**config.mk**
```make
export PLATFORM = sky130hd
export DESIGN_NAME = intx_irq_agg
export DESIGN_NICKNAME = d
export VERILOG_FILES = /design/src/rtl/intx_irq_pkg.sv /design/src/rtl/irq_status_bit.sv /design/src/rtl/irq_link_mon.sv /design/src/rtl/irq_csr_decode.sv /design/src/rtl/intx_irq_agg.sv
export SDC_FILE = /design/constraint.sdc
export NUM_CORES = 1
export LEC_CHECK = 0
export ABC_CLOCK_PERIOD_IN_PS = 1800
export BUFFER_PORTS_ARGS = -buffer_cell sky130_fd_sc_hd__buf_2
export CORE_ASPECT_RATIO = 1.5
export CORE_MARGIN = 2
export CORE_UTILIZATION = 40
export DETAILED_ROUTE_END_ITERATION = 7
export PLACE_DENSITY = 0.85
export SYNTH_ARGS = -nofsm -noshare
export SYNTH_HDL_FRONTEND = slang
export SYNTH_HIERARCHICAL = 1
export SYNTH_SLANG_ARGS = --single-unit
```
**constraint.sdc**
```tcl
create_clock -name clk -period 1.8 [get_ports clk]
set_clock_uncertainty 0.2 [all_clocks]
set_input_delay 0.18 -clock clk [delete_from_list [all_inputs] [get_ports clk]]
set_output_delay 0.18 -clock clk [all_outputs]
set_load 0.05 [all_outputs]
```
**src/rtl/intx_irq_pkg.sv**
```systemverilog
package intx_irq_pkg;

    localparam int DATA_W      = 32;
    localparam int LINK_W      = 6;
    localparam int LINK_UP_BIT = 8;
    localparam logic [LINK_W-1:0] LINK_TRAINED = 6'h2D;

    typedef struct packed {
        logic stat;
        logic en;
        logic link;
    } csr_hit_t;

    typedef struct packed {
        logic wr_stat;
        logic wr_en;
    } csr_wr_t;

    function automatic logic link_is_trained(input logic [LINK_W-1:0] code);
        return code == LINK_TRAINED;
    endfunction

endpackage

```
**src/rtl/irq_status_bit.sv**
```systemverilog
module irq_status_bit #(
    parameter bit EDGE = 1'b0
) (
    input  logic clk,
    input  logic rst,
    input  logic src_in,
    input  logic clr,
    output logic stat
);
    logic set_now;
    logic stat_q;

    generate
        if (EDGE) begin : g_edge
            logic prev_q;
            always_ff @(posedge clk) begin
                if (rst) prev_q <= 1'b0;
                else     prev_q <= src_in;
            end
            assign set_now = src_in & ~prev_q;

            p_edge_set_r4: assert property (@(posedge clk) disable iff (rst)
                (src_in && !prev_q) |=> stat_q);
            p_held_no_reset_r4: assert property (@(posedge clk) disable iff (rst)
                (prev_q && clr) |=> !stat_q);
        end else begin : g_level
            assign set_now = src_in;

            p_level_set_r3: assert property (@(posedge clk) disable iff (rst)
                src_in |=> stat_q);
        end
    endgenerate

    always_ff @(posedge clk) begin
        if (rst) stat_q <= 1'b0;
        else     stat_q <= set_now | (stat_q & ~clr);
    end

    assign stat = stat_q;

    p_sticky_r3: assert property (@(posedge clk) disable iff (rst)
        (stat_q && !clr) |=> stat_q);
    p_w1c_r5: assert property (@(posedge clk) disable iff (rst)
        (clr && !src_in) |=> !stat_q);
    p_no_spurious_r2: assert property (@(posedge clk) disable iff (rst)
        (!src_in && !stat_q) |=> !stat_q);
    p_set_beats_clear_r6: assert property (@(posedge clk) disable iff (rst)
        (clr && set_now) |=> stat_q);

endmodule

```
**src/rtl/irq_link_mon.sv**
```systemverilog
module irq_link_mon
    import intx_irq_pkg::*;
(
    input  logic              clk,
    input  logic              rst,
    input  logic [LINK_W-1:0] link_state,
    output logic [DATA_W-1:0] link_word
);
    logic [LINK_W-1:0] state_q;
    logic              up;

    always_ff @(posedge clk) begin
        state_q <= link_state;
    end

    assign up = link_is_trained(state_q);

    always_comb begin
        link_word              = '0;
        link_word[LINK_W-1:0]  = state_q;
        link_word[LINK_UP_BIT] = up;
    end

    p_link_flag_r10: assert property (@(posedge clk) disable iff (rst)
        ($past(link_state) == LINK_TRAINED) |-> link_word[LINK_UP_BIT]);
    p_link_code_r10: assert property (@(posedge clk) disable iff (rst)
        1'b1 |=> link_word[LINK_W-1:0] == $past(link_state));

endmodule

```
**src/rtl/irq_csr_decode.sv**
```systemverilog
module irq_csr_decode
    import intx_irq_pkg::*;
#(
    parameter int ADDR_W = 16,
    parameter logic [ADDR_W-1:0] STAT_ADDR = 16'h0B1C,
    parameter logic [ADDR_W-1:0] EN_ADDR   = 16'h0B0C,
    parameter logic [ADDR_W-1:0] LINK_ADDR = 16'h0404
) (
    input  logic              clk,
    input  logic              rst,
    input  logic [ADDR_W-1:0] addr,
    input  logic              wr,
    output csr_hit_t          hit,
    output csr_wr_t           wsel
);
    always_comb begin
        hit.stat = (addr == STAT_ADDR);
        hit.en   = (addr == EN_ADDR);
        hit.link = (addr == LINK_ADDR);
        wsel.wr_stat = wr & hit.stat;
        wsel.wr_en   = wr & hit.en;
    end

    p_one_hit_r11: assert property (@(posedge clk) disable iff (rst)
        $onehot0({hit.stat, hit.en, hit.link}));
    p_write_needs_strobe_r11: assert property (@(posedge clk) disable iff (rst)
        !wr |-> (wsel == '0));

endmodule

```
**src/rtl/intx_irq_agg.sv**
```systemverilog
module intx_irq_agg
    import intx_irq_pkg::*;
#(
    parameter int NUM_MISC  = 5,
    parameter int NUM_INTX  = 4,
    parameter bit MISC_EDGE = 1'b1,
    parameter int ADDR_W    = 16,
    parameter logic [ADDR_W-1:0] STAT_ADDR = 16'h0B1C,
    parameter logic [ADDR_W-1:0] EN_ADDR   = 16'h0B0C,
    parameter logic [ADDR_W-1:0] LINK_ADDR = 16'h0404
) (
    input  logic                clk,
    input  logic                rst,
    input  logic [NUM_MISC-1:0] misc_src,
    input  logic [NUM_INTX-1:0] intx_in,
    input  logic [LINK_W-1:0]   link_state,
    input  logic [ADDR_W-1:0]   csr_addr,
    input  logic                csr_wr,
    input  logic [DATA_W-1:0]   csr_wdata,
    output logic [DATA_W-1:0]   csr_rdata,
    output logic                irq
);
    localparam int SRC_W = NUM_MISC + NUM_INTX;

    csr_hit_t          hit;
    csr_wr_t           wsel;
    logic [SRC_W-1:0]  src_all;
    logic [SRC_W-1:0]  clr_vec;
    logic [SRC_W-1:0]  stat_vec;
    logic [SRC_W-1:0]  en_q;
    logic [DATA_W-1:0] link_word;

    irq_csr_decode #(
        .ADDR_W   (ADDR_W),
        .STAT_ADDR(STAT_ADDR),
        .EN_ADDR  (EN_ADDR),
        .LINK_ADDR(LINK_ADDR)
    ) u_dec (
        .clk (clk),
        .rst (rst),
        .addr(csr_addr),
        .wr  (csr_wr),
        .hit (hit),
        .wsel(wsel)
    );

    assign src_all = {intx_in, misc_src};
    assign clr_vec = wsel.wr_stat ? csr_wdata[SRC_W-1:0] : '0;

    for (genvar i = 0; i < SRC_W; i++) begin : g_bit
        irq_status_bit #(
            .EDGE((i < NUM_MISC) ? MISC_EDGE : 1'b0)
        ) u_bit (
            .clk   (clk),
            .rst   (rst),
            .src_in(src_all[i]),
            .clr   (clr_vec[i]),
            .stat  (stat_vec[i])
        );
    end

    always_ff @(posedge clk) begin
        if (rst)              en_q <= '0;
        else if (wsel.wr_en)  en_q <= csr_wdata[SRC_W-1:0];
    end

    irq_link_mon u_link (
        .clk       (clk),
        .rst       (rst),
        .link_state(link_state),
        .link_word (link_word)
    );

    always_comb begin
        csr_rdata = '0;
        if (hit.stat)      csr_rdata[SRC_W-1:0] = stat_vec;
        else if (hit.en)   csr_rdata[SRC_W-1:0] = en_q;
        else if (hit.link) csr_rdata = link_word;
    end

    assign irq = |(stat_vec & en_q);

    p_irq_needs_enable_r8: assert property (@(posedge clk) disable iff (rst)
        irq |-> (en_q != '0));
    p_irq_needs_pending_r8: assert property (@(posedge clk) disable iff (rst)
        irq |-> (stat_vec != '0));
    p_en_load_r7: assert property (@(posedge clk) disable iff (rst)
        wsel.wr_en |=> en_q == $past(csr_wdata[SRC_W-1:0]));
    p_en_hold_r9: assert property (@(posedge clk) disable iff (rst)
        !wsel.wr_en |=> $stable(en_q));

endmodule

```
==> results.py <==
metrics = {
    "logic_synthesis": {
        "synth_cells": 198,
        "synth.largest_area_cell": "dfxtp_1",
        "synthArstFlopShare_pct": 0,
        "ys_seq_area_share_pct": 33.5,
        "synth.area.top_cells": "dfxtp_1 33%, buf_4 12%, and2_1 12%, mux2i_1 5.2%, nand2b_1 5.1%",
        "syn_avg_cell_area_um2": 8.76,
        "syn-cell-area_mm2": 0.00173,
        "synthDistinctLibCells": 39,
        "synth_edf_count": 0,
        "yosysTopAreaCellShare_pct": 33.5,
        "ys_seq_elements": 29,
        "synth_ff_type": "dfxtp_1",
        "yosys_warnings": 6,
    },
    "worst_setup_path": {
        "arrival_ps": 1680,
        "max_stage_delay_ps": 320,
        "worstPathRequired_ps": 1420,
        "setup.worst_path.class": "in2out",
        "cp_cell_sequence": "buf_6 > nor4b_4 > nand3_2 > nor3_4 > and2b_4 > a22oi_2 > o21ai_4 > buf_6",
        "cp-end-kind": "output pin",
        "crit_fanout": 7,
        "crit_top_cell": "buf_6",
        "cpMaxStageDelayCell": "nor4b_4",
        "r2r_cells": 2,
        "start_kind": "input port",
    },
    "drt": {
        "routed_via_density": 4.81,
        "detail_route.first_pass.iterations": 4,
        "drt_wl_total_um": 4420,
        "drtIter0Drc": 23,
        "vias": 1592,
        "drcViolationCount": 0,
        "drt-wirelength-per-cell_um": 13.4,
        "antenna_left": 0,
    },
    "clock_tree": {
        "clock_latency_ps": 280,
        "clk_path_buf_depth": 2,
        "numCtsBuffers": 5,
        "clkTransAtPathRegs_ps": 60,
        "root_buffer": "clkbuf_8",
        "cts.sinks": 29,
        "htree_levels": 2,
        "cts_tree": "done",
    },
    "cells_and_area": {
        "final_core_util_pct": 63.1,
        "syn2layout_area_growth_pct": 53.2,
        "final_nets": 350,
        "drive_gt1_share_pct": 40.4,
        "antenna_cells": 0,
    },
    "timing": {
        "drv_slew": 0,
        "hold_violations": 0,
        "worst_slew_pin_slew_ps": 536,
        "period_share_pct": 114,
        "setup_viol": 9,
        "maxSlewHeadroom_pct": 64.3,
        "rsz0062_at_grt": "true",
        "finalCriticalPeriod_ps": 2060,
        "setup_ws_ps": -258,
        "clock.fmax_mhz": 486,
    },
    "die": {
        "die_h_um": 84.6,
        "initial_core_util_pct": 41.2,
        "core_area_mm2": 0.00421,
        "fp-row-count": 29,
        "die_w_um": 57.8,
        "io_pins": 99,
        "die-area_mm2": 0.00489,
    },
    "power": {
        "power_w": 0.00137,
        "p_per_area_mw_per_mm2": 517,
        "max-vdd-ir-drop_uv": 712,
        "power.leakage_nw": 1.15,
    },
    "global_route": {
        "met3_usage_pct": 3.54,
        "grt.overflow.total": 0,
        "antenna_found_initial": 0,
        "gr-usage-met1_pct": 19.2,
        "busiest_layer": "met2",
        "grt_pass1_wl_um": 7110,
        "grt_pass1_vias": 1603,
        "grt_max_degree": 24,
        "use_met2_pct": 35.1,
        "track_usage_pct": 19.2,
    },
    "placed_design": {
        "hpwl_um": 2720,
        "routabilityCongestion": 0.815,
        "portBuffers": 52,
    },
    "worst_hold_path": {
        "hold_path.class": "in2reg",
        "holdPathStages": 2,
    },
    "flow_run": {
        "cap_violations": 0,
    },
    "outcome": {
        "violations": "setup timing",
        "status": "complete, but fails checks",
    },
}
critical path, delay by kind of cell:
kind,cells,cell delay (ps)
buf+inv,2,260
compound gates,2,250
simple gates,4,970
Yosys cell counts, types with 2 or more instances:
cell type  number
nand2b_1       14
nor3_1          2
o21ai_0         8
inv_1           4
buf_6           3
dfxtp_1        29
nor2b_1         5
a22oi_1         8
nand3_1         2
and2_1         32
a21oi_1         2
mux2i_1         9
and3b_1         3
nand2_1        10
buf_4          27
nor2_1          9
a21oi_2         9
power breakdown:
part / internal (W) / switching [W] / total (W)
sequential: 0.000670 / 0.0000223 / 0.000693
combinational: 0.000106 / 0.0000720 / 0.000178
clock: 0.000267 / 0.000236 / 0.000503
total: 0.00104 / 0.000330 / 0.00137
sequential cells by signal (all words and copies together) (netlist names):
signal and count:
en_q 9, u_link/state_q 6, g_bit.u_bit/stat 9, g_bit.u_bit/g_edge.prev_q 5
kinds of logic after synthesis:
kind of cell	share of synthesized area, %
flops	33.5
mux	5.20
buf+inv	15.2
compound gates	12.8
other cells	0.216
simple gates	33.1
stage by stage:
step                cells  worst slack, ps  hold slack [ps]  cell area [um2]  setup TNS, ps
CTS                   329             -252              157             2600          -1960
floorplan             222             -134             7.72             1950           -814
global placement      296             -434             83.8             2100          -3870
finish                331             -258              167             2660          -1950
detailed placement    296             -481             83.6             2100          -4490
global route          331             -317              180             2660          -2510
layout by cell type, fill, tap and decap left out, drive strengths merged, types with 2 or more instances in the layout:
cell type    synthesis  routed
and2                33      33
a22oi                8       8
inv                  4       4
nor2                 9       9
o21ai                9       9
conb                 1      25
nand2               10      10
clkinv               0       2
dlygate4sd3          0      24
nor2b                5       5
nor4b                2       2
dfxtp               29      29
nand2b              14      14
buf                 32      64
nor3b                2       2
and3b                3       3
nand3                2       2
nor3                 3       3
mux2i                9       9
a21oi               11      11
clkbuf               1       6
layer usage:
metal  up-vias  share of wire, %
met1       736                35
met2        58                57
met4         0               3.6
li1        787                 -
met3        11               4.9
met5         -                 0
final cells by class:
cell class,count,area (um2)
Clock buffer,6,72.6
Multi-Input combinational cell,156,1200
Fill cell,352,1550
Clock inverter,2,10.0
Timing Repair Buffer,88,711
Tap cell,46,57.6
Sequential cell,29,586
Inverter,4,15.0
path summary, 6_finish.rpt:
kind / from / end / slack (ps)
setup / recovery: csr_addr[14] / csr_rdata[4] / -260
hold / removal: rst / en_q[1] / 170
setup reg to reg: en_q[0] / en_q[0] / 890
hold reg to reg: g_bit[1].u_bit/g_edge.prev_q / g_bit[1].u_bit/stat / 310
what timing repair did:
item,CTS,global route
gates resized for setup,43,9
setup endpoints to repair,10,10
endpoints found under the hold margin,29,0
buffers inserted,1,2
pin swaps,12,8
hold buffers,24,0
No activity file was read; power rests on OpenSTA's default activity.
